### config.mk
export PLATFORM = sky130hd
export DESIGN_NAME = uart_rx_tagged
export DESIGN_NICKNAME = d
export VERILOG_FILES = /design/src/rtl/uart_rx_pkg.sv /design/src/rtl/uart_rx_deframer.sv /design/src/rtl/uart_rx_fifo.sv /design/src/rtl/uart_rx_idle_timer.sv /design/src/rtl/uart_rx_tagged.sv
export SDC_FILE = /design/constraint.sdc
export NUM_CORES = 1
export LEC_CHECK = 0
export ABC_AREA = 1
export BUFFER_PORTS_ARGS = -buffer_cell sky130_fd_sc_hd__buf_2
export CAP_MARGIN = 20
export CORE_UTILIZATION = 49
export CTS_CLUSTER_DIAMETER = 30
export DETAILED_ROUTE_END_ITERATION = 10
export PLACE_DENSITY = 0.66
export SETUP_SLACK_MARGIN = 0.3
export SYNTH_ARGS = -nofsm -noshare
export SYNTH_HDL_FRONTEND = slang
export SYNTH_SLANG_ARGS = --single-unit
### constraint.sdc
create_clock -name clk -period 3.59 [get_ports clk]
set_clock_uncertainty 0.1 [all_clocks]
set_input_delay 0.718 -clock clk [delete_from_list [all_inputs] [get_ports clk]]
set_output_delay 0.718 -clock clk [all_outputs]
set_load 0.05 [all_outputs]
### src/rtl/uart_rx_pkg.sv
package uart_rx_pkg;

  typedef struct packed {
    logic       ferr;
    logic       perr;
    logic [7:0] data;
  } rx_entry_t;

  typedef enum logic [2:0] {
    RX_IDLE,
    RX_START,
    RX_DATA,
    RX_PAR,
    RX_STOP1,
    RX_STOP2
  } rx_state_e;

endpackage

### src/rtl/uart_rx_deframer.sv
module uart_rx_deframer
  import uart_rx_pkg::*;
#(
  parameter int OSR = 13,
  parameter int MID = 6
) (
  input  logic      clk,
  input  logic      rst_n,
  input  logic      tick,
  input  logic      rx_en,
  input  logic      line,
  input  logic      len8,
  input  logic      par_en,
  input  logic      par_odd,
  input  logic      two_stop,
  output logic      push,
  output rx_entry_t push_word
);

  localparam int SW = $clog2(OSR);

  rx_state_e      st_q, st_d;
  logic [SW-1:0]  smp_q, smp_d;
  logic [2:0]     bit_q, bit_d;
  logic [7:0]     sh_q, sh_d;
  logic           pacc_q, pacc_d;
  logic           perr_q, perr_d;
  logic           ferr_q, ferr_d;
  logic           prev_q, prev_d;

  logic           smp_mid, smp_last;
  logic [2:0]     last_bit;

  assign smp_mid  = (smp_q == SW'(MID));
  assign smp_last = (smp_q == SW'(OSR - 1));
  assign last_bit = len8 ? 3'd7 : 3'd6;

  always_comb begin
    st_d   = st_q;
    smp_d  = smp_q;
    bit_d  = bit_q;
    sh_d   = sh_q;
    pacc_d = pacc_q;
    perr_d = perr_q;
    ferr_d = ferr_q;
    prev_d = prev_q;
    push   = 1'b0;
    push_word.ferr = ferr_q;
    push_word.perr = perr_q;
    push_word.data = len8 ? sh_q : {1'b0, sh_q[7:1]};
    if (!rx_en) begin
      st_d  = RX_IDLE;
      smp_d = '0;
      if (tick) prev_d = line;
    end else if (tick) begin
      prev_d = line;
      smp_d  = smp_last ? '0 : smp_q + 1'b1;
      unique case (st_q)
        RX_IDLE: begin
          smp_d = SW'(1);
          if (prev_q && !line) st_d = RX_START;
        end
        RX_START: begin
          if (smp_mid && line) begin
            st_d = RX_IDLE;
          end else if (smp_last) begin
            st_d   = RX_DATA;
            bit_d  = '0;
            pacc_d = 1'b0;
            perr_d = 1'b0;
          end
        end
        RX_DATA: begin
          if (smp_mid) begin
            sh_d   = {line, sh_q[7:1]};
            pacc_d = pacc_q ^ line;
          end
          if (smp_last) begin
            if (bit_q == last_bit) st_d = par_en ? RX_PAR : RX_STOP1;
            else                   bit_d = bit_q + 1'b1;
          end
        end
        RX_PAR: begin
          if (smp_mid)  perr_d = pacc_q ^ line ^ par_odd;
          if (smp_last) st_d = RX_STOP1;
        end
        RX_STOP1: begin
          if (smp_mid) begin
            ferr_d = !line;
            if (!two_stop) begin
              push           = 1'b1;
              push_word.ferr = !line;
              st_d           = RX_IDLE;
            end
          end else if (smp_last) begin
            st_d = RX_STOP2;
          end
        end
        RX_STOP2: begin
          if (smp_mid) begin
            push = 1'b1;
            st_d = RX_IDLE;
          end
        end
        default: st_d = RX_IDLE;
      endcase
    end
  end

  always_ff @(posedge clk or negedge rst_n) begin
    if (!rst_n) begin
      st_q   <= RX_IDLE;
      smp_q  <= '0;
      bit_q  <= '0;
      sh_q   <= '0;
      pacc_q <= 1'b0;
      perr_q <= 1'b0;
      ferr_q <= 1'b0;
      prev_q <= 1'b1;
    end else begin
      st_q   <= st_d;
      smp_q  <= smp_d;
      bit_q  <= bit_d;
      sh_q   <= sh_d;
      pacc_q <= pacc_d;
      perr_q <= perr_d;
      ferr_q <= ferr_d;
      prev_q <= prev_d;
    end
  end

  a_r10_disabled_idle: assert property (@(posedge clk) disable iff (!rst_n)
    !rx_en |=> st_q == RX_IDLE);
  a_r4_push_from_stop: assert property (@(posedge clk) disable iff (!rst_n)
    push |-> (st_q == RX_STOP1 || st_q == RX_STOP2));
  a_r2_short_char_bit7: assert property (@(posedge clk) disable iff (!rst_n)
    (push && !len8) |-> !push_word.data[7]);
  a_r3_no_parity_flag: assert property (@(posedge clk) disable iff (!rst_n)
    (push && !par_en) |-> !push_word.perr);

endmodule

### src/rtl/uart_rx_fifo.sv
module uart_rx_fifo
  import uart_rx_pkg::*;
#(
  parameter int DEPTH = 16,
  parameter int AFULL = 12
) (
  input  logic                       clk,
  input  logic                       rst_n,
  input  logic                       push,
  input  rx_entry_t                  push_word,
  input  logic                       pop,
  output rx_entry_t                  rd_word,
  output logic [$clog2(DEPTH+1)-1:0] count,
  output logic                       afull,
  output logic                       full,
  output logic                       ovr
);

  localparam int AW = $clog2(DEPTH);
  localparam int CW = $clog2(DEPTH + 1);

  rx_entry_t      mem_q [DEPTH];
  logic [AW-1:0]  wr_q, wr_d, rd_q, rd_d;
  logic [CW-1:0]  cnt_q, cnt_d;
  logic           ovr_q, ovr_d;
  logic           do_push, do_pop;

  function automatic logic [AW-1:0] bump(input logic [AW-1:0] p);
    return (p == AW'(DEPTH - 1)) ? '0 : p + 1'b1;
  endfunction

  assign do_pop  = pop && (cnt_q != '0);
  assign do_push = push && ((cnt_q != CW'(DEPTH)) || do_pop);

  always_comb begin
    wr_d  = do_push ? bump(wr_q) : wr_q;
    rd_d  = do_pop  ? bump(rd_q) : rd_q;
    cnt_d = cnt_q + CW'(do_push) - CW'(do_pop);
    ovr_d = push && !do_push;
  end

  always_ff @(posedge clk) begin
    if (do_push) mem_q[wr_q] <= push_word;
  end

  always_ff @(posedge clk or negedge rst_n) begin
    if (!rst_n) begin
      wr_q  <= '0;
      rd_q  <= '0;
      cnt_q <= '0;
      ovr_q <= 1'b0;
    end else begin
      wr_q  <= wr_d;
      rd_q  <= rd_d;
      cnt_q <= cnt_d;
      ovr_q <= ovr_d;
    end
  end

  assign rd_word = mem_q[rd_q];
  assign count   = cnt_q;
  assign afull   = (cnt_q >= CW'(AFULL));
  assign full    = (cnt_q == CW'(DEPTH));
  assign ovr     = ovr_q;

  a_r6_count_bound: assert property (@(posedge clk) disable iff (!rst_n)
    cnt_q <= CW'(DEPTH));
  a_r6_push_grows: assert property (@(posedge clk) disable iff (!rst_n)
    (push && !pop && cnt_q != CW'(DEPTH)) |=> cnt_q == $past(cnt_q) + 1'b1);
  a_r8_ovr_when_full: assert property (@(posedge clk) disable iff (!rst_n)
    ovr_q |-> $past(cnt_q) == CW'(DEPTH));
  a_r8_ovr_keeps_count: assert property (@(posedge clk) disable iff (!rst_n)
    ovr_q |-> cnt_q == $past(cnt_q));

endmodule

### src/rtl/uart_rx_idle_timer.sv
module uart_rx_idle_timer #(
  parameter int TW = 12
) (
  input  logic          clk,
  input  logic          rst_n,
  input  logic          tick,
  input  logic          push,
  input  logic          nonempty,
  input  logic [TW-1:0] limit,
  output logic          tmo
);

  logic [TW-1:0] cnt_q, cnt_d;
  logic          tmo_q, tmo_d;

  always_comb begin
    cnt_d = cnt_q;
    tmo_d = 1'b0;
    if (push || !nonempty) begin
      cnt_d = '0;
    end else if (tick && cnt_q != limit) begin
      cnt_d = cnt_q + 1'b1;
      tmo_d = (cnt_d == limit);
    end
  end

  always_ff @(posedge clk or negedge rst_n) begin
    if (!rst_n) begin
      cnt_q <= '0;
      tmo_q <= 1'b0;
    end else begin
      cnt_q <= cnt_d;
      tmo_q <= tmo_d;
    end
  end

  assign tmo = tmo_q;

  a_r9_tmo_needs_data: assert property (@(posedge clk) disable iff (!rst_n)
    tmo_q |-> $past(nonempty));
  a_r9_tmo_single: assert property (@(posedge clk) disable iff (!rst_n)
    tmo_q |=> !tmo_q);

endmodule

### src/rtl/uart_rx_tagged.sv
module uart_rx_tagged
  import uart_rx_pkg::*;
#(
  parameter int OSR   = 13,
  parameter int MID   = 6,
  parameter int DEPTH = 16,
  parameter int AFULL = 12,
  parameter int TW    = 12
) (
  input  logic                       clk,
  input  logic                       rst_n,
  input  logic                       tick,
  input  logic                       rx_en,
  input  logic                       loop_en,
  input  logic                       rxd,
  input  logic                       txd_loop,
  input  logic                       len8,
  input  logic                       par_en,
  input  logic                       par_odd,
  input  logic                       two_stop,
  input  logic [TW-1:0]              idle_limit,
  input  logic                       pop,
  output logic [9:0]                 rx_entry,
  output logic [$clog2(DEPTH+1)-1:0] rx_count,
  output logic                       afull,
  output logic                       full,
  output logic                       ovr_pulse,
  output logic                       tmo_pulse
);

  logic      sync1_q, sync2_q;
  logic      push;
  rx_entry_t push_word, rd_word;

  always_ff @(posedge clk or negedge rst_n) begin
    if (!rst_n) begin
      sync1_q <= 1'b1;
      sync2_q <= 1'b1;
    end else begin
      sync1_q <= loop_en ? txd_loop : rxd;
      sync2_q <= sync1_q;
    end
  end

  uart_rx_deframer #(.OSR(OSR), .MID(MID)) u_deframer (
    .clk(clk), .rst_n(rst_n), .tick(tick), .rx_en(rx_en), .line(sync2_q),
    .len8(len8), .par_en(par_en), .par_odd(par_odd), .two_stop(two_stop),
    .push(push), .push_word(push_word)
  );

  uart_rx_fifo #(.DEPTH(DEPTH), .AFULL(AFULL)) u_fifo (
    .clk(clk), .rst_n(rst_n), .push(push), .push_word(push_word), .pop(pop),
    .rd_word(rd_word), .count(rx_count), .afull(afull), .full(full), .ovr(ovr_pulse)
  );

  uart_rx_idle_timer #(.TW(TW)) u_timer (
    .clk(clk), .rst_n(rst_n), .tick(tick), .push(push),
    .nonempty(rx_count != '0), .limit(idle_limit), .tmo(tmo_pulse)
  );

  assign rx_entry = rd_word;

endmodule

# [Yosys cells after proc, flatten, opt, wreduce, memory -nomap -nowiden]
# Memory sizes are Yosys's and may differ from the RTL's.
# Index checks and enable logic that the tools add are counted.
[totals] register_bits=51 ram_bits=160 inputBits=24 wordCells=129 memories=1
[classes] n_eq_ne=29 n_bitwise=2 muxes=51 order_cmp=1 n_addsub=7 n_reduce_logical=22
[memory_table] memory="u_fifo.mem_q" words=16 word_bits=10 rd=1 rd_clocked_by_memory_dff=0 write_ports=1 line="uart_rx_fifo.sv:22" text="rx_entry_t mem_q [DEPTH];"
[ops] cell="3-bit two-way mux" count=17
[ops] cell="12-bit two-way mux" count=2
[ops] cell="4-bit two-way mux" count=6
[ops] cell="1-bit two-way mux" count=20
[ops] cell="3-bit one-hot mux with 6 select lines" count=1
[ops] cell="3-bit by 2-bit != test with 1-bit output, second input constant" count=5
[ops] cell="12-bit by 1-bit adder with 12-bit output, second input constant" count=1
[ops] cell="4-bit by 1-bit adder with 4-bit output, second input constant" count=3
[ops] cell="12-bit equality test" count=1
[ops] cell="4-bit equality test, second input constant" count=3
[ops] cell="12-bit != test" count=1
[ops] cell="6-bit AND reduction" count=2
[ops] cell="9-bit AND reduction" count=1
[ops] cell="8-bit two-way mux" count=1
[ops] cell="2-bit by 1-bit != test with 1-bit output, second input constant" count=4
[ops] cell="4-bit by 2-bit != test with 1-bit output, second input constant" count=2
[ops] cell="4-bit AND reduction" count=2
[ops] cell="7-bit AND reduction" count=1
[ops] cell="3-bit by 2-bit equality test with 1-bit output, second input constant" count=2
[ops] cell="3-bit equality test, second input constant" count=2
[ops] cell="1-bit logical AND" count=6
[ops] cell="2-bit != test, second input constant" count=3
[ops] cell="1-bit one-hot mux with 2 select lines" count=3
[ops] cell="3-bit one-hot mux with 2 select lines" count=1
[ops] cell="other kinds (16)" count=22

# [Logic depth before layout (Yosys ltp)]
# Gate-level depths: netlist (run 1).
[logic_depth] ltp_word=8 ltp_mapped=14

# [Hierarchy]
# Synthesis (run 1) repeated with hierarchy kept, for this count alone.
[unflattened] cells_unflattened=1219 hier_area_um2=10644.0
[modules_own_cells] module="uart_rx_fifo" area_per_inst_um2=7906.3 cells_each=803 seq_area_each_um2=5154.9 n_inst=1
[modules_own_cells] module="uart_rx_deframer" area_per_inst_um2=1436.4 cells_each=194 seq_area_each_um2=551.8 n_inst=1
[modules_own_cells] module="uart_rx_idle_timer" area_per_inst_um2=1219.9 cells_each=213 seq_area_each_um2=325.3 n_inst=1
[modules_own_cells] module="uart_rx_tagged" area_per_inst_um2=81.3 cells_each=9 seq_area_each_um2=52.6 n_inst=1

# [Worst setup path after synthesis (run 1)]
# OpenSTA, ideal clock, no wires.
[synth_path] path_kind="reg-to-reg" startpoint="reg u_fifo.cnt_q[2] (netlist: u_fifo.count[2])" endpoint="reg u_fifo.cnt_q[4] (netlist: u_fifo.count[4])" arrival_ps=3097 path_slack_ps=313 path_stages_with_launch=14 setup_time_ps=80 cell_sequence="dfrtp_1 > inv_1 > ha_1 > nand3_1 > nor2_1 > nand2_1 > nand2_2 > clkinv_2 > ha_1 > fa_1 > a21oi_1 > nor2_1 > nor2_1 > xnor2_1"
[synth_via] elab_chain_cells=6 elab_cells_between_ends=7 cone_classes="add/sub: 2; eq/ne: 1; reduce/logical: 4"
[synth_lines] element="start: declaration" line="uart_rx_fifo.sv:24" text="logic [CW-1:0] cnt_q, cnt_d;"
[synth_lines] element="start signal: assignment" line="uart_rx_fifo.sv:55" text="cnt_q <= cnt_d;"
[synth_lines] element="5-bit nonzero test" line="uart_rx_fifo.sv:32" text="assign do_pop = pop && (cnt_q != '0);"
[synth_lines] element="1-bit logical AND" line="uart_rx_fifo.sv:32"
[synth_lines] element="1-bit logical OR (*)" line="uart_rx_fifo.sv:33" text="assign do_push = push && ((cnt_q != CW'(DEPTH)) || do_pop);"
[synth_lines] element="1-bit logical AND (*)" line="uart_rx_fifo.sv:33"
[synth_lines] element="via u_fifo.do_push" line="uart_rx_fifo.sv:26" text="logic do_push, do_pop;"
[synth_lines] element="5-bit by 1-bit adder with 5-bit output (*)" line="uart_rx_fifo.sv:38" text="cnt_d = cnt_q + CW'(do_push) - CW'(do_pop);"
[synth_lines] element="5-bit by 1-bit subtractor with 5-bit output (*)" line="uart_rx_fifo.sv:38"
[synth_lines] element="via u_fifo.cnt_d[4]" line="uart_rx_fifo.sv:24"
# Mark *: on every way through the listed nets, which the timed path passes. The rest lies on a longest branch.
# A chain may end at the register's enable or synchronous reset.

# [Worst setup path after layout (run 1)]
[layout_path] startpoint="reg u_fifo.rd_q[0]" endpoint="out rx_entry[8]"
[layout_via] elab_chain_cells=1
[layout_lines] element="start: declaration" line="uart_rx_fifo.sv:23" text="logic [AW-1:0] wr_q, wr_d, rd_q, rd_d;"
[layout_lines] element="start signal: assignment" line="uart_rx_fifo.sv:54" text="rd_q <= rd_d;"
[layout_lines] element="memory 16 x 10 bit"
[layout_lines] element="end: declaration" line="uart_rx_tagged.sv:23" text="output logic [9:0] rx_entry,"
# Every way passes these cells.

==> results of run 1 <==
==> timing repair <==
action	4_1_cts	5_1_grt
endpoints found under the setup margin	0	10
gates resized for setup	0	5
setup buffers	0	1
==> through the flow <==
step	instance area, um2	util	power [mW]	std cells
floorplan	9910	-	4.94	982
global placement	10500	0.536	5.59	1279
detailed placement	10500	0.536	5.61	1279
CTS	12000	0.611	9.65	1359
global route	12000	0.612	10.1	1360
finish	12000	0.612	9.60	1360
==> Yosys cell counts (all sizes together) <==
library cell,count,area [um2]
or2,1,6.26
xnor2,6,52.6
nand2,187,724
buf,15,91.3
edfxtp,160,4800
nand4,8,50.1
o21bai,2,15.0
dfstp,3,78.8
fa,1,20.0
xor3,1,23.8
nor2,182,708
a21oi,11,55.1
nand3,72,428
ha,18,225
nand3b,3,22.5
clkbuf,25,93.8
o211ai,20,150
clkinv,2,8.75
dfrtp,48,1200
mux2,1,11.3
nor3,3,20.0
o31ai,1,7.51
xor2,18,158
and3,1,6.26
o21ai,91,455
o32ai,20,175
inv,80,303
o22ai,2,12.5
==> power by group through the flow <==
stage | clock [mW] | sequential (mW) | combinational (mW)
finish | 4.00 | 2.91 | 2.69
global route | 4.17 | 2.93 | 2.98
CTS | 4.05 | 2.92 | 2.67
detailed placement | 0 | 2.96 | 2.65
global placement | 0 | 2.96 | 2.63
floorplan | 0 | 2.94 | 2.00
==> cells by family after synthesis <==
kind of cell	after synthesis
flip-flops	211
XOR/XNOR	25
AO/OA/AOI/OAI	147
buffers and inverters	122
multiplexers	1
AND/OR/NAND/NOR	457
adder cells (fa/ha/maj)	19
==> final timing paths <==
check	start	endpoint	slack, ns	cells past startpoint
setup / recovery	u_fifo.rd_q[0]$_DFFE_PN0P_	rx_entry[8]	0.48	7
setup reg to reg	u_fifo.count[2]$_DFF_PN0_	u_fifo.count[4]$_DFF_PN0_	0.76	13
hold reg to reg	sync1_q$_DFF_PN1_	sync2_q$_DFF_PN1_	0.25	0
hold / removal	rst_n	u_deframer.sh_q[3]$_DFFE_PN0P_	0.19	1
max in group asynchronous	rst_n	u_deframer.prev_q$_DFFE_PN1P_	2.37	2
min in group clk	sync1_q$_DFF_PN1_	sync2_q$_DFF_PN1_	0.25	0
==> metal layers <==
layer	up-vias	wire length [um]	share of wire
met2	182	10600	0.49
met5	-	0	0
met3	43	1100	0.051
met1	3348	9470	0.44
li1	3526	-	-
met4	0	544	0.025
==> critical path: stages, from the launching register on <==
cell and delay (ns):
dfrtp_2 0.44, inv_4 0.21, buf_12 0.24, nor2_1 0.06, o32ai_1 0.26, nand2_1 0.09
nand3_1 0.15, buf_2 0.29
==> cell type report <==
cell class	instances	area, um2	share of cell area
clock inverters	29	348	0.0289
well taps	265	332	0.0276
inverters	82	318	0.0264
repair buffers	73	484	0.0403
multi-input cells	649	3330	0.277
clock buffers	51	1130	0.0937
flip-flops and latches	211	6090	0.506
==> registers in the layout, indices dropped and copies added (netlist names) <==
signal / flops
u_fifo.count: 5
u_fifo.wr_q: 4
u_fifo.ovr: 1
sync2_q: 1
u_timer.cnt_q: 12
u_deframer.pacc_q: 1
u_deframer.ferr_q: 1
u_deframer.bit_q: 3
u_fifo.rd_q: 4
sync1_q: 1
u_deframer.smp_q: 4
u_deframer.st_q: 3
u_fifo.mem_q: 160
u_deframer.perr_q: 1
u_deframer.sh_q: 8
u_deframer.prev_q: 1
u_timer.tmo: 1
==> flow_metrics.py, run 1 <==
metrics = {
    "run_status": {
        "status": "finished, final reports clean",
    },
    "timing": {
        "final.setup.tns_ns": 0,
        "grt_setup_unrepaired": "false",
        "setup_viol_count_final": 0,
        "finalCriticalPeriod_ns": 3.11,
        "report.final.slew_viol_count": 0,
        "setup_slack_ns": 0.476,
        "tightest_slew_ns": 0.809,
        "fmax_mhz": 321,
        "slew_headroom": 0.460,
        "hold_slack_ns": 0.190,
        "post-route-period-util": 0.867,
        "finalHoldViolations": 0,
    },
    "grt": {
        "antenna_found_initial": 0,
        "use_met1": 0.287,
        "grt_max_degree": 83,
        "met2_usage": 0.364,
        "first_global_vias": 6785,
        "grt_usage": 0.220,
        "overflow": 0,
        "busiest_layer": "met2",
        "grt_util_met3": 0.0404,
        "grt_pass1_wl_um": 35000,
    },
    "layout": {
        "drive_gt1_frac": 0.172,
        "final_common_cell": "nand2_1",
        "fillers": 1621,
        "syn_to_final_growth_pct": 21.4,
        "nets": 1103,
        "diodes": 0,
        "final_cell_mix": "nand2_1, nor2_1, edfxtp_1",
    },
    "flow_run": {
        "max_cap_viol_count": 0,
    },
    "clock_tree": {
        "cts_buffers": 43,
        "clk_latency_ns": 0.52,
        "root_buffer": "clkbuf_16",
        "cts_htree_levels": 2,
        "clk_path_buf_depth": 3,
        "path_clk_slew_ns": 0.05,
        "clock-sinks": 211,
        "cts_tree": "yes",
        "hold_buffers": 0,
    },
    "placement": {
        "dp_hpwl_um": 13600,
        "gp_congestion": 0.889,
        "port-buffer-count": 42,
        "dpl_worst_slack_ns": 0.794,
    },
    "die": {
        "io_pins": 43,
        "fp.dieW_um": 144,
        "dieArea_um2": 20800,
        "die_y_um": 144,
        "initial_core_util": 0.504,
        "core_um2": 19700,
        "rows": 51,
    },
    "logic_synthesis": {
        "synthSimpleGateAreaFrac": 0.198,
        "syn-num-nets": 1025,
        "synth_xor_area_frac": 0.0236,
        "synthAdderAreaFrac": 0.0248,
        "synthCells": 982,
        "syn_area_um2": 9910,
        "yosysWarnings": 0,
        "synth_compound_area_frac": 0.0879,
        "synthMuxAreaShare": 0.00114,
        "synth-seq-cells": 211,
        "ys_seq_area_frac": 0.614,
        "synth_top_family_by_area": "simple AND/OR/NAND/NOR gates",
        "syn_area_per_cell_um2": 10.1,
        "yosysUniqueCellTypes": 42,
    },
    "detailed_routing": {
        "ant_nets": 0,
        "drc_errors": 0,
        "drtPass1Iterations": 5,
        "drtIter0Drc": 496,
        "vias": 7099,
        "wl_per_cell_um": 16.0,
        "via_per_inst": 5.22,
        "wl_um": 21700,
    },
    "worst_setup_path": {
        "critPathRequiredTime_ns": 2.77,
        "arrival_ns": 2.30,
        "cp-start-kind": "register",
        "cp-end-kind": "output port",
        "path_class": "reg -> out",
        "crit_fanout": 43,
    },
    "power_and_ir_drop": {
        "leakage_nw": 4.82,
        "p_per_area_nw_per_um2": 798,
        "p_comb_frac": 0.280,
        "p_seq_frac": 0.303,
        "p_int_mw": 6.24,
        "p_clk_frac": 0.417,
        "swShare": 0.350,
        "p_sw_mw": 3.36,
        "ir_worst_vdd_mv": 0.565,
    },
    "hold_path": {
        "hold_class": "in -> async",
    },
}
No activity file was read; power rests on OpenSTA's default activity.
==> inputs of run 2 (changes only) <==
Settings changed: RECOVER_POWER from default to 100, SYNTH_HIERARCHICAL from default to 1.
==> run 2 against run 1 <==
Compared with the run above: the run now ends with max-capacitance violations, max-slew violations left; core utilization is 2.5 points lower; critical path depth up 1; wire length rose by 9.4%; final cell count grew 18%; register-to-register slack worse by 0.27 ns; flip-flop and latch count is the same; total power shrank 0.99%; critical path type unchanged; largest cell class unchanged; largest power group unchanged.
==> flow_metrics.py, run 2 <==
metrics = {
    "logic_synthesis": {
        "synthCells": 1219,
        "syn_area_um2": 10600,
        "yosysUniqueCellTypes": 41,
        "ys_seq_area_frac": 0.572,
        "ys.flop_type": "edfxtp_1",
        "syn_area_per_cell_um2": 8.73,
        "ys_top_cells_by_area": "edfxtp_1, nand2_1, dfrtp_1",
        "syn-num-nets": 1261,
        "synth_top_area_frac": 0.451,
        "synth.most_common_cell": "nand2_1",
        "ys_top_cells_by_count": "nand2_1, inv_1, edfxtp_1, nand3_1, nor2_1",
        "synth_edf_count": 160,
        "yosys.area.top_type": "edfxtp_1",
        "synth-seq-cells": 211,
        "yosysWarnings": 6,
        "ys_async_sr_fraction": 0.242,
    },
    "die": {
        "fp.dieW_um": 149,
        "io_pins": 43,
        "dieArea_um2": 22300,
        "core_um2": 21200,
        "rows": 53,
        "initial_core_util": 0.503,
        "die_y_um": 149,
    },
    "detailed_routing": {
        "via_per_inst": 4.90,
        "drtIter0Drc": 554,
        "drc_errors": 0,
        "ant_nets": 0,
        "wl_per_cell_um": 14.8,
        "drtPass1Iterations": 5,
        "vias": 7856,
        "wl_um": 23800,
    },
    "timing": {
        "tightest_slew_ns": 2.54,
        "fmax_mhz": 306,
        "post-route-period-util": 0.911,
        "finalCriticalPeriod_ns": 3.27,
        "report.final.slew_viol_count": 129,
        "grt_setup_unrepaired": "true",
        "slew_headroom": -0.708,
        "setup_viol_count_final": 0,
        "final.setup.tns_ns": 0,
        "finalHoldViolations": 0,
    },
    "worst_setup_path": {
        "critPathRequiredTime_ns": 2.77,
        "crit_fanout": 82,
        "worst_r2r_path_depth": 13,
        "cp-start-kind": "register",
        "cp-end-kind": "output port",
        "arrival_ns": 2.45,
        "path_class": "reg -> out",
    },
    "power_and_ir_drop": {
        "ir_worst_vdd_mv": 0.692,
        "p_per_area_nw_per_um2": 765,
        "leakage_nw": 5.84,
    },
    "layout": {
        "syn_to_final_growth_pct": 16.7,
        "top_register": "u_fifo/mem_q",
        "largest_register_ffs": 160,
        "nets": 1336,
        "top_regs": "u_fifo/mem_q: 160 flops, u_timer/cnt_q: 12 flops, u_deframer/sh_q: 8 flops",
        "diodes": 0,
        "final_common_cell": "nand2_1",
        "fin_area_um2": 12400,
        "final_cell_mix": "nand2_1, inv_1, edfxtp_1",
        "drive_gt1_frac": 0.0971,
        "fillers": 1872,
    },
    "clock_tree": {
        "cts_buffers": 44,
        "clk_path_buf_depth": 3,
        "clk_latency_ns": 0.51,
        "clock-sinks": 211,
        "root_buffer": "clkbuf_16",
        "cts_htree_levels": 2,
        "path_clk_slew_ns": 0.05,
        "post_cts_buffers": 0,
        "cts_tree": "yes",
    },
    "hold_path": {
        "hold_class": "in -> async",
    },
    "placement": {
        "gp_congestion": 0.826,
        "dp_hpwl_um": 15000,
        "port-buffer-count": 42,
        "dpl-instance-area_um2": 11200,
    },
    "grt": {
        "first_global_vias": 7566,
        "grt_max_degree": 83,
        "antenna_found_initial": 0,
        "grt_usage": 0.223,
        "overflow": 0,
        "grt_pass1_wl_um": 38100,
    },
    "run_status": {
        "violations": "max-capacitance violations, max-slew violations",
        "status": "complete, but fails checks",
    },
    "flow_run": {
        "max_cap_viol_count": 7,
    },
}
==> run 2: repair_timing <==
item / 4_1_cts / 5_1_grt
setup endpoints to repair: 0 / 3
hold buffers: 0 / 0
gates resized for setup: 0 / 2
==> run 2: worst paths after layout <==
| kind | startpoint | end | slack, ns |
|---|---|---|---|
| max in group asynchronous | rst_n | u_timer/cnt_q[6]$_DFFE_PN0P_ | 0.96 |
| setup / recovery | u_fifo/rd_q[0]$_DFFE_PN0N_ | rx_entry[9] | 0.32 |
| min in group clk | sync1_q$_DFF_PN1_ | sync2_q$_DFF_PN1_ | 0.26 |
| hold / removal | rst_n | u_deframer/sh_q[0]$_DFFE_PN0P_ | 0.20 |
| setup reg to reg | u_deframer/smp_q[0]$_DFFE_PN0P_ | u_fifo/mem_q[1][2]$_DFFE_PP_ | 0.49 |
| hold reg to reg | sync1_q$_DFF_PN1_ | sync2_q$_DFF_PN1_ | 0.26 |
==> run 2: cell type report <==
class	count	area (um2)	share of cell area
Clock inverter	24	206	0.0166
Tap cell	275	344	0.0277
Sequential cell	211	6090	0.490
Inverter	232	878	0.0707
Timing Repair Buffer	68	330	0.0266
Multi-Input combinational cell	737	3380	0.272
Clock buffer	57	1190	0.0960
==> run 2: worst max-delay path, stage by stage, from the launching register on <==
cell      delay [ns]
dfrtp_2         0.45
inv_6           0.46
nand2_1         0.12
nand2_1         0.09
nand2_1         0.05
nand3_1         0.07
nand3_1         0.08
nand2_1         0.11
clkbuf_1        0.47
==> run 2: kinds of logic after synthesis <==
kind of cell / share of synthesized area
simple gates: 0.262
buf+inv: 0.107
flops: 0.572
compound gates: 0.0256
fa+ha+maj: 0.0219
xor+xnor: 0.0123
==> run 2: stage by stage <==
step	worst slack, ns	hold slack, ns	utilization	cells	power, mW
floorplan	0.822	0.245	-	1219	5.24
global placement	0.456	0.246	0.528	1522	5.81
detailed placement	0.385	0.247	0.528	1522	5.85
CTS	0.432	0.239	0.594	1603	9.64
global route	0.162	0.257	0.587	1604	10.0
finish	0.319	0.203	0.587	1604	9.50
==> run 2: layer usage <==
| layer | up-vias | track usage | wire length, um |
|---|---|---|---|
| met1 | 3598 | 0.299 | 10800 |
| li1 | 3993 | - | - |
| met2 | 219 | 0.366 | 11100 |
| met4 | 0 | 0.0801 | 559 |
| met3 | 46 | 0.0349 | 1290 |
| met5 | - | 0 | 0 |
==> run 2: report_power, final <==
part	total [mW]	leakage [nW]	internal [mW]	switching [mW]
logic	2.83	3.03	0.780	2.05
clock network	3.74	0.680	2.49	1.25
registers	2.94	2.14	2.74	0.203
total	9.50	5.84	6.00	3.50
==> inputs of run 3 (changes only) <==
Settings changed: CORE_ASPECT_RATIO from default to 0.75.
==> run 3 against run 2 <==
Compared with the run above: the run still ends with max-capacitance violations, max-slew violations left; maximum frequency grew 0.27%; critical path depth is the same; global-route usage increased by 0.46 points; worst setup slack improved by 0.0089 ns; sequential power hardly changed; worst hold slack gained 0.056 ns; flip-flop and latch count stayed put; first-iteration DRC count increased by 10%; non-clock buffer count grew 8; wire length grew 2.1%; cell area shrank 0.35%; via count is 1.8% higher.
==> flow_metrics.py, run 3 (synthesis results as in run 2) <==
metrics = {
    "layout": {
        "multi_input_area_um2": 3390,
        "register_area_um2": 6090,
        "utilization": 0.583,
        "nets": 1338,
        "final_cell_mix": "nand2_1, inv_1, edfxtp_1",
        "largest_register_ffs": 160,
        "drive_gt1_frac": 0.108,
        "diodes": 0,
        "syn_to_final_growth_pct": 16.3,
        "final_common_cell": "nand2_1",
        "fillers": 1887,
        "top_regs": "u_fifo/mem_q: 160 flops, u_timer/cnt_q: 12 flops, u_deframer/sh_q: 8 flops",
        "top_register": "u_fifo/mem_q",
    },
    "grt": {
        "antenna_found_initial": 0,
        "first_global_vias": 7563,
        "grt_pass1_wl_um": 38500,
        "grt_max_degree": 83,
        "overflow": 0,
        "grt_usage": 0.228,
    },
    "timing": {
        "post-route-period-util": 0.909,
        "grt_setup_unrepaired": "false",
        "fmax_mhz": 307,
        "tightest_slew_ns": 2.54,
        "finalHoldViolations": 0,
        "slew_headroom": -0.709,
        "report.final.slew_viol_count": 68,
        "hold_slack_ns": 0.259,
        "final.setup.tns_ns": 0,
        "setup_viol_count_final": 0,
        "finalCriticalPeriod_ns": 3.26,
    },
    "clock_tree": {
        "cts_htree_levels": 2,
        "clk_latency_ns": 0.51,
        "clock-sinks": 211,
        "root_buffer": "clkbuf_16",
        "clk_path_buf_depth": 3,
        "cts_buffers": 38,
        "cts_tree": "yes",
        "path_clk_slew_ns": 0.04,
    },
    "worst_setup_path": {
        "arrival_ns": 2.44,
        "r2r-start": "u_deframer/smp_q[0]$_DFFE_PN0P_",
        "critPathCapture": "rx_entry[7]",
        "path_class": "reg -> out",
        "cp-end-kind": "output port",
        "worst_r2r_path_depth": 13,
        "reg2reg_slack_ns": 0.51,
        "startpoint": "u_fifo/rd_q[1]$_DFFE_PN0N_",
        "cp-start-kind": "register",
        "critPathRequiredTime_ns": 2.77,
        "rr_endpoint": "u_fifo/mem_q[11][4]$_DFFE_PP_",
        "crit_fanout": 41,
    },
    "run_status": {
        "violations": "max-capacitance violations, max-slew violations",
        "status": "complete, but fails checks",
    },
    "die": {
        "fp.dieW_um": 172,
        "io_pins": 43,
        "initial_core_util": 0.501,
        "die_y_um": 130,
        "dieArea_um2": 22300,
        "rows": 46,
        "core_um2": 21200,
    },
    "detailed_routing": {
        "drc_errors": 0,
        "drtPass1Iterations": 7,
        "wl_per_cell_um": 15.0,
        "wl_um": 24300,
        "ant_nets": 0,
        "drtIter0Drc": 610,
        "via_per_inst": 4.96,
        "vias": 7999,
    },
    "power_and_ir_drop": {
        "p_per_area_nw_per_um2": 750,
        "ir_worst_vdd_mv": 0.661,
        "p_total_mw": 9.28,
        "leakage_nw": 5.84,
    },
    "flow_run": {
        "max_cap_viol_count": 4,
    },
    "placement": {
        "dp_hpwl_um": 15400,
        "port-buffer-count": 42,
        "gp_congestion": 0.872,
    },
    "hold_path": {
        "hold_class": "reg -> reg",
    },
}
-- run 3: cell types whose count changed in the layout (fill, tap and decap cells not counted), sizes merged --
cell,before,now
buf,32,48
clkbuf,93,73
bufinv,2,3
-- run 3: worst min path at each step --
stage                           start                            end  depth (start not counted)
floorplan           sync1_q$_DFF_PN1_              sync2_q$_DFF_PN1_                          0
global placement    sync1_q$_DFF_PN1_              sync2_q$_DFF_PN1_                          0
detailed placement  sync1_q$_DFF_PN1_              sync2_q$_DFF_PN1_                          0
CTS                             rst_n  u_timer/cnt_q[11]$_DFFE_PN0P_                          1
global route        sync1_q$_DFF_PN1_              sync2_q$_DFF_PN1_                          0
finish              sync1_q$_DFF_PN1_              sync2_q$_DFF_PN1_                          0
-- run 3: power breakdown --
part / switching (mW) / total, mW / internal, mW
sequential: 0.230 / 2.97 / 2.73
combinational: 2.08 / 2.90 / 0.821
clock: 1.20 / 3.41 / 2.21
-- run 3: area by class of cell --
class | instances | share of cell area
sequential | 211 | 0.492
multi-input combinational | 737 | 0.274
clock buffer | 45 | 0.0806
inverter | 232 | 0.0726
timing repair buffer | 76 | 0.0326
tap | 288 | 0.0291
clock inverter | 25 | 0.0194
-- run 3: routing by layer --
layer  track usage  routed length [um]  vias up
met3        0.0418                1710       38
met5             0                   0        -
met1         0.316               11200     3699
li1              -                   -     4007
met2         0.368               11000      255
met4        0.0625                 405        0
-- run 3: critical path: stages (launching register included) --
cell      delay [ns]
dfrtp_1         0.38
inv_2           0.55
nand3_1         0.14
nand2_1         0.10
nand2_1         0.08
nand2_1         0.09
inv_1           0.04
nand2_1         0.07
clkbuf_1        0.47
-- run 3: per-stage QoR --
step | setup slack, ns | cells | instance area, um2
floorplan | 0.822 | 1219 | 10600
global placement | 0.460 | 1539 | 11200
detailed placement | 0.375 | 1539 | 11200
CTS | 0.335 | 1609 | 12400
global route | 0.179 | 1614 | 12400
finish | 0.328 | 1614 | 12400
-- run 3: what timing repair did --
action,4_1_cts,5_1_grt
setup buffers,0,5
resized for setup,1,8
setup endpoints to repair,8,11
hold buffers,0,0
